==> src/rtl/pwr_wake_pkg.sv <==
package pwr_wake_pkg;
  localparam int SRC_N = 5;

  // Status bit positions, one per wake source.
  localparam int SRC_CD    = 0;
  localparam int SRC_BTN   = 1;
  localparam int SRC_ALARM = 2;
  localparam int SRC_GPIO  = 3;
  localparam int SRC_CARD  = 4;

  // Mode codes, ordered from highest to lowest power.
  localparam logic [1:0] MODE_FULL = 2'd0;
  localparam logic [1:0] MODE_STBY = 2'd1;
  localparam logic [1:0] MODE_SUSP = 2'd2;
  localparam logic [1:0] MODE_HIB  = 2'd3;

  // Register addresses.
  localparam logic [1:0] ADDR_MODE = 2'd0;
  localparam logic [1:0] ADDR_EN   = 2'd1;
  localparam logic [1:0] ADDR_STAT = 2'd2;

  // ST_WAKE is the power-good wait after a Hibernate wake.
  typedef enum logic [2:0] {
    ST_FULL,
    ST_STBY,
    ST_SUSP,
    ST_HIB,
    ST_WAKE
  } st_t;
endpackage

==> src/rtl/pwr_wake_sync.sv <==
// Brings W pins into the clock domain through two flops, then
// flags the cycle on which each pin becomes active.
module pwr_wake_sync #(
  parameter int W = 1,
  parameter bit ACT_LOW = 1'b0
) (
  input  logic         clk,
  input  logic         rst_n,
  input  logic [W-1:0] pin,
  output logic [W-1:0] act_pulse
);
  logic [W-1:0] act_raw;
  logic [W-1:0] s1_q;
  logic [W-1:0] s2_q;
  logic [W-1:0] prev_q;

  // Invert active-low pins so the rest of the logic sees active-high.
  assign act_raw = pin ^ {W{ACT_LOW}};

  always_ff @(posedge clk) begin
    if (!rst_n) begin
      s1_q   <= '0;
      s2_q   <= '0;
      prev_q <= '0;
    end else begin
      s1_q   <= act_raw;
      s2_q   <= s1_q;
      prev_q <= s2_q;
    end
  end

  assign act_pulse = s2_q & ~prev_q;
endmodule

==> src/rtl/pwr_wake_status.sv <==
// Sticky status register. A new event wins over a clear
// in the same cycle, so no activation is lost.
module pwr_wake_status #(
  parameter int N = 5
) (
  input  logic         clk,
  input  logic         rst_n,
  input  logic [N-1:0] event_i,
  input  logic         clr_we,
  input  logic [N-1:0] clr_mask,
  output logic [N-1:0] stat_q
);
  logic [N-1:0] clr_bits;

  assign clr_bits = clr_we ? clr_mask : '0;

  always_ff @(posedge clk) begin
    if (!rst_n) begin
      stat_q <= '0;
    end else begin
      stat_q <= (stat_q & ~clr_bits) | event_i;
    end
  end
endmodule

==> src/rtl/pwr_wake_fsm.sv <==
module pwr_wake_fsm
  import pwr_wake_pkg::*;
#(
  parameter int PG_DELAY = 16
) (
  input  logic       clk,
  input  logic       rst_n,
  input  logic       mode_we,
  input  logic [1:0] mode_req,
  input  logic       wake_req,
  input  logic       rtc_rst,
  output st_t        state_q,
  output logic [1:0] mode_o,
  output logic       core_pwr_en
);
  localparam int CW = (PG_DELAY > 1) ? $clog2(PG_DELAY) : 1;
  localparam logic [CW-1:0] CNT_LAST = CW'(PG_DELAY - 1);

  st_t           state_d;
  logic [CW-1:0] cnt_q;
  logic          pwr_q;
  logic          wake_any;

  assign wake_any = wake_req | rtc_rst;

  always_comb begin
    state_d = state_q;
    unique case (state_q)
      ST_FULL: begin
        if (mode_we) begin
          unique case (mode_req)
            MODE_STBY: state_d = ST_STBY;
            MODE_SUSP: state_d = ST_SUSP;
            MODE_HIB:  state_d = wake_req ? ST_FULL : ST_HIB;
            default:   state_d = ST_FULL;
          endcase
        end
      end
      ST_STBY, ST_SUSP: begin
        if (wake_any || (mode_we && mode_req == MODE_FULL)) begin
          state_d = ST_FULL;
        end
      end
      ST_HIB: begin
        if (wake_any) begin
          state_d = ST_WAKE;
        end
      end
      ST_WAKE: begin
        if (cnt_q == CNT_LAST) begin
          state_d = ST_FULL;
        end
      end
      default: state_d = ST_FULL;
    endcase
  end

  always_ff @(posedge clk) begin
    if (!rst_n) begin
      state_q <= ST_FULL;
      cnt_q   <= '0;
      pwr_q   <= 1'b1;
    end else begin
      state_q <= state_d;
      cnt_q   <= (state_q == ST_WAKE) ? cnt_q + 1'b1 : '0;
      pwr_q   <= (state_q != ST_HIB);
    end
  end

  always_comb begin
    unique case (state_q)
      ST_STBY:        mode_o = MODE_STBY;
      ST_SUSP:        mode_o = MODE_SUSP;
      ST_HIB, ST_WAKE: mode_o = MODE_HIB;
      default:        mode_o = MODE_FULL;
    endcase
  end

  assign core_pwr_en = pwr_q;
endmodule

==> src/rtl/pwr_wake_ctrl.sv <==
module pwr_wake_ctrl
  import pwr_wake_pkg::*;
#(
  parameter int GPIO_W   = 16,
  parameter int PG_DELAY = 16
) (
  input  logic              clk,
  input  logic              rst_n,
  input  logic              wr_en,
  input  logic [1:0]        wr_addr,
  input  logic [SRC_N-1:0]  wr_data,
  input  logic [1:0]        rd_addr,
  output logic [SRC_N-1:0]  rd_data,
  input  logic              cd_n,
  input  logic              pwr_btn,
  input  logic              rtc_alarm,
  input  logic [GPIO_W-1:0] gpio,
  input  logic              card_irq_n,
  input  logic              rtc_rst,
  output logic [1:0]        mode_o,
  output logic              core_pwr_en
);
  localparam int HI_W = GPIO_W + 1;

  logic [1:0]       lo_pulse;
  logic [HI_W-1:0]  hi_pulse;
  logic [SRC_N-1:0] src_event;
  logic [SRC_N-1:0] en_q;
  logic [SRC_N-1:0] stat;
  logic             wake_req;
  st_t              fsm_state;

  // Active-low pins: bit 0 is carrier detect, bit 1 is the card interrupt.
  pwr_wake_sync #(.W(2), .ACT_LOW(1'b1)) u_sync_lo (
    .clk       (clk),
    .rst_n     (rst_n),
    .pin       ({card_irq_n, cd_n}),
    .act_pulse (lo_pulse)
  );

  // Active-high pins: the GPIO lines, plus the power button at the top bit.
  pwr_wake_sync #(.W(HI_W), .ACT_LOW(1'b0)) u_sync_hi (
    .clk       (clk),
    .rst_n     (rst_n),
    .pin       ({pwr_btn, gpio}),
    .act_pulse (hi_pulse)
  );

  always_comb begin
    src_event            = '0;
    src_event[SRC_CD]    = lo_pulse[0];
    src_event[SRC_CARD]  = lo_pulse[1];
    src_event[SRC_BTN]   = hi_pulse[HI_W-1];
    src_event[SRC_GPIO]  = |hi_pulse[GPIO_W-1:0];
    src_event[SRC_ALARM] = rtc_alarm;
  end

  pwr_wake_status #(.N(SRC_N)) u_stat (
    .clk      (clk),
    .rst_n    (rst_n),
    .event_i  (src_event),
    .clr_we   (wr_en && wr_addr == ADDR_STAT),
    .clr_mask (wr_data),
    .stat_q   (stat)
  );

  always_ff @(posedge clk) begin
    if (!rst_n) begin
      en_q <= '0;
    end else if (wr_en && wr_addr == ADDR_EN) begin
      en_q <= wr_data;
    end
  end

  assign wake_req = |(stat & en_q);

  pwr_wake_fsm #(.PG_DELAY(PG_DELAY)) u_fsm (
    .clk         (clk),
    .rst_n       (rst_n),
    .mode_we     (wr_en && wr_addr == ADDR_MODE),
    .mode_req    (wr_data[1:0]),
    .wake_req    (wake_req),
    .rtc_rst     (rtc_rst),
    .state_q     (fsm_state),
    .mode_o      (mode_o),
    .core_pwr_en (core_pwr_en)
  );

  always_comb begin
    unique case (rd_addr)
      ADDR_MODE: rd_data = {{(SRC_N-2){1'b0}}, mode_o};
      ADDR_EN:   rd_data = en_q;
      ADDR_STAT: rd_data = stat;
      default:   rd_data = '0;
    endcase
  end
endmodule

==> config.mk <==
export PLATFORM = sky130hd
export DESIGN_NAME = pwr_wake_ctrl
export DESIGN_NICKNAME = d
export VERILOG_FILES = /design/src/rtl/pwr_wake_pkg.sv /design/src/rtl/pwr_wake_sync.sv /design/src/rtl/pwr_wake_status.sv /design/src/rtl/pwr_wake_fsm.sv /design/src/rtl/pwr_wake_ctrl.sv
export SDC_FILE = /design/constraint.sdc
export NUM_CORES = 1
export LEC_CHECK = 0
export CORE_MARGIN = 2
export CORE_UTILIZATION = 44
export CTS_BUF_LIST = sky130_fd_sc_hd__clkbuf_4 sky130_fd_sc_hd__clkbuf_8
export DETAILED_ROUTE_END_ITERATION = 8
export HOLD_SLACK_MARGIN = 0.12
export PLACE_DENSITY = 0.68
export SYNTH_ARGS = -nofsm -noshare
export SYNTH_HDL_FRONTEND = slang
export SYNTH_SLANG_ARGS = --single-unit
export TNS_END_PERCENT = 5
==> constraint.sdc <==
create_clock -name clk -period 2.1 [get_ports clk]
set_clock_uncertainty 0.15 [all_clocks]
set_input_delay 0.525 -clock clk [delete_from_list [all_inputs] [get_ports clk]]
set_output_delay 0.525 -clock clk [all_outputs]
set_load 0.05 [all_outputs]
==> impl_metrics.toml <==
[final_layout]
fin_area_um2 = 3420
diodes = 0
fin_util_pct = 62.2
nFillCells = 465
regArea_um2 = 1510
nets = 325
multi_input_area_um2 = 987
syn2layout_area_growth_pct = 37.3
fin_cells = 368
drive_above_1_share_pct = 16.9
final_cell_mix = "73 x dfxtp_1, 55 x and2_1, 29 x clkdlybuf4s50_1"
final_common_cell = "dfxtp_1"

[worst_setup_path]
r2r-end = "u_fsm.state_q[1]"
worstPathCellList = "or3b_4 -> o21ai_4 -> mux2i_2 -> o21ai_4 -> buf_12"
timing_worst_setup_path_type = "register to output port"
crit_arrival_ns = 1.62
cp_max_fo = 3
cp_num_buf_inv = 1
crit_top_cell = "o21ai_4"
required_ns = 1.42
reg2reg_slack_ns = 0.34
cp-end-kind = "output port"
crit_family = "simple AND/OR/NAND/NOR gates"
crit_path_max_incr_delay_ns = 0.43
r2r_cells = 4
r2r_start = "u_fsm.state_q[2]"
slowest_stage = "or3b_4"
worstSetupStartpointType = "register"

[sta]
maxSlewHeadroom_pct = 73.1
period_minus_slack_ns = 2.29
setup_viol = 4
worst_slack_ns = -0.194
rsz0062_at_grt = "true"
finalHoldViolCount = 0
timing.hold.ws_ns = 0.285
max_freq_ghz = 0.436
fin_crit_sh_pct = 109
worst_pin_slew_ns = 0.398
finalMaxSlewViolations = 0

[worst_hold_path]
hp-start = "u_sync_hi.s1_q[1]"
hold_path_class = "register to register"
min_to = "u_sync_hi.s2_q[1]"
hold_depth = 1

[clocking]
cts_buffers = 9
cts.sinks = 75
insertion_delay_ns = 0.34
clockBufferDepth = 2
holdBufCountCts = 0
cts_root_buf = "clkbuf_8"
h-tree-depth = 3
cts_tree = "yes"
clkTransAtPathRegs_ns = 0.07

[yosys]
syn_nets = 270
synth-seq-area-share_pct = 60.2
ys_types = 33
ys_ff_latch = 75
synth_area_um2 = 2490
syn_avg_cell_area_um2 = 10.6
syn_inst = 236
yosysWarnings = 0

[placed_design]
placed_cells = 349
dpl.hpwl_um = 2810
portBuffers = 40
gp_congestion = 0.745
postPlaceCellArea_um2 = 3150

[global_routing]
grtUsageMet2_pct = 23.9
track_usage_pct = 14.9
grt-busiest-layer = "met2"
grt_overflow_total = 0
gr-usage-met1_pct = 17.6
antenna_found_initial = 0
grt_pass1_vias = 1679
grt_pass1_wl_um = 7190
grt_start_max_net_pins = 68
met3_usage_pct = 4.20

[drt]
finalWirelength_um = 4060
wire_per_inst_um = 11.0
detail_route.vias_per_cell = 4.55
first_pass_iters = 4
num_vias = 1676
antenna_left = 0
drt_iter0_markers = 109
drc = 0

[floorplanning]
die_w_um = 79.3
die_area_um2 = 6290
initial_core_util_pct = 45.3
ios = 41
rows = 27
core_region_area_um2 = 5510
die_h_um = 79.3

[power_and_ir_drop]
p_leak_nw = 1.39
vdd_ir_drop_max_mv = 0.680
cellPowerDensity_nw_per_um2 = 850

[status]
status = "finished, violations left"
violations = "setup timing"

[flow_run]
drv_cap = 0
## metal layers
metal | routed length [um] | part of all wire [%] | up-vias
li1 | - | - | 886
met1 | 1930 | 47 | 749
met2 | 1880 | 46 | 34
met3 | 158 | 3.9 | 7
met4 | 92 | 2.3 | 0
met5 | 0 | 0 | -
## registers in the layout (all words and copies together) (netlist names)
| name | cells |
|---|---|
| en_q | 5 |
| u_sync_hi.prev_q | 17 |
| u_stat.stat_q | 5 |
| u_fsm.core_pwr_en | 1 |
| u_fsm.state_q | 3 |
| u_sync_lo.prev_q | 2 |
| u_sync_hi.s2_q | 17 |
| u_fsm.cnt_q | 4 |
| u_sync_lo.s1_q | 2 |
| u_sync_lo.s2_q | 2 |
| u_sync_hi.s1_q | 17 |
## final cells by class
class	count	area share, %
Clock inverter	6	2.56
Timing Repair Buffer	51	16.4
Tap cell	72	2.63
Inverter	13	1.43
Clock buffer	10	4.02
Multi-Input combinational cell	141	28.8
Sequential cell	75	44.1
## worst register-to-register path, cell delays in order (launching register included)
cell,delay [ns]
dfxtp_4,0.34
buf_4,0.15
or3_1,0.42
nor4b_1,0.43
a32o_1,0.20
## logic make-up after synthesis
group,synth area share [%]
AO/OA/AOI/OAI,7.83
multiplexers,2.81
AND/OR/NAND/NOR,24.9
flip-flops,60.2
XOR/XNOR,0.703
buffers and inverters,3.01
adder cells (fa/ha/maj),0.502
## power breakdown
part / internal (mW) / switching, mW / leakage (nW)
logic: 0.132 / 0.0871 / 0.656
registers: 1.47 / 0.0200 / 0.617
clock network: 0.701 / 0.497 / 0.113
## Yosys cell counts
cell type	number	share of area, %
dfxtp_1	75	60
or3b_1	1	0.35
a222oi_1	1	0.40
a2111oi_2	1	0.60
xnor2_1	1	0.35
nor3_1	2	0.40
nand3_1	2	0.40
a32o_1	2	0.80
nand3b_1	2	0.60
a2111oi_0	1	0.35
clkbuf_1	7	1.1
inv_1	13	2.0
nor2b_1	16	4.0
a22o_1	3	1.1
a21boi_0	1	0.30
nor4b_1	1	0.35
o22ai_1	4	1.0
a21oi_1	4	0.80
or3b_2	1	0.35
o21ai_0	4	0.80
nand2_1	11	1.7
a22oi_1	1	0.30
nand2b_1	6	1.5
or3_1	1	0.25
a31oi_1	1	0.25
and3b_1	1	0.35
and2_1	55	14
nor2_1	6	0.90
xor2_1	1	0.35
o2111ai_1	2	0.70
mux2i_1	7	2.8
ha_1	1	0.50
o221a_2	1	0.45
## worst max path at each step
stage / start / end / slack, ns / cells past startpoint
6_report: u_fsm.state_q[1] / rd_data[1] / -0.19 / 5
5_1_grt: u_fsm.state_q[1] / rd_data[1] / -0.24 / 5
4_1_cts: u_fsm.state_q[1] / rd_data[1] / -0.20 / 5
3_5_place_dp: rd_addr[0] / rd_data[3] / -0.33 / 4
3_3_place_gp: rd_addr[0] / rd_data[2] / -0.29 / 4
2_1_floorplan: u_fsm.state_q[2] / rd_data[1] / -0.07 / 4
## through the flow
stage	total power, mW	setup TNS, ns	worst slack (ns)
6_report	2.91	-0.457	-0.194
3_3_place_gp	1.74	-1.91	-0.288
3_5_place_dp	1.74	-2.18	-0.331
4_1_cts	2.94	-1.12	-0.205
5_1_grt	3.03	-0.629	-0.240
2_1_floorplan	1.62	-0.144	-0.0719
## what timing repair did
item,4_1_cts,5_1_grt
endpoints found under the setup margin,5,7
buffers inserted,3,0
cloned,0,0
pin swaps,5,1
resized for setup,5,7
No activity file was read; power rests on OpenSTA's default activity.
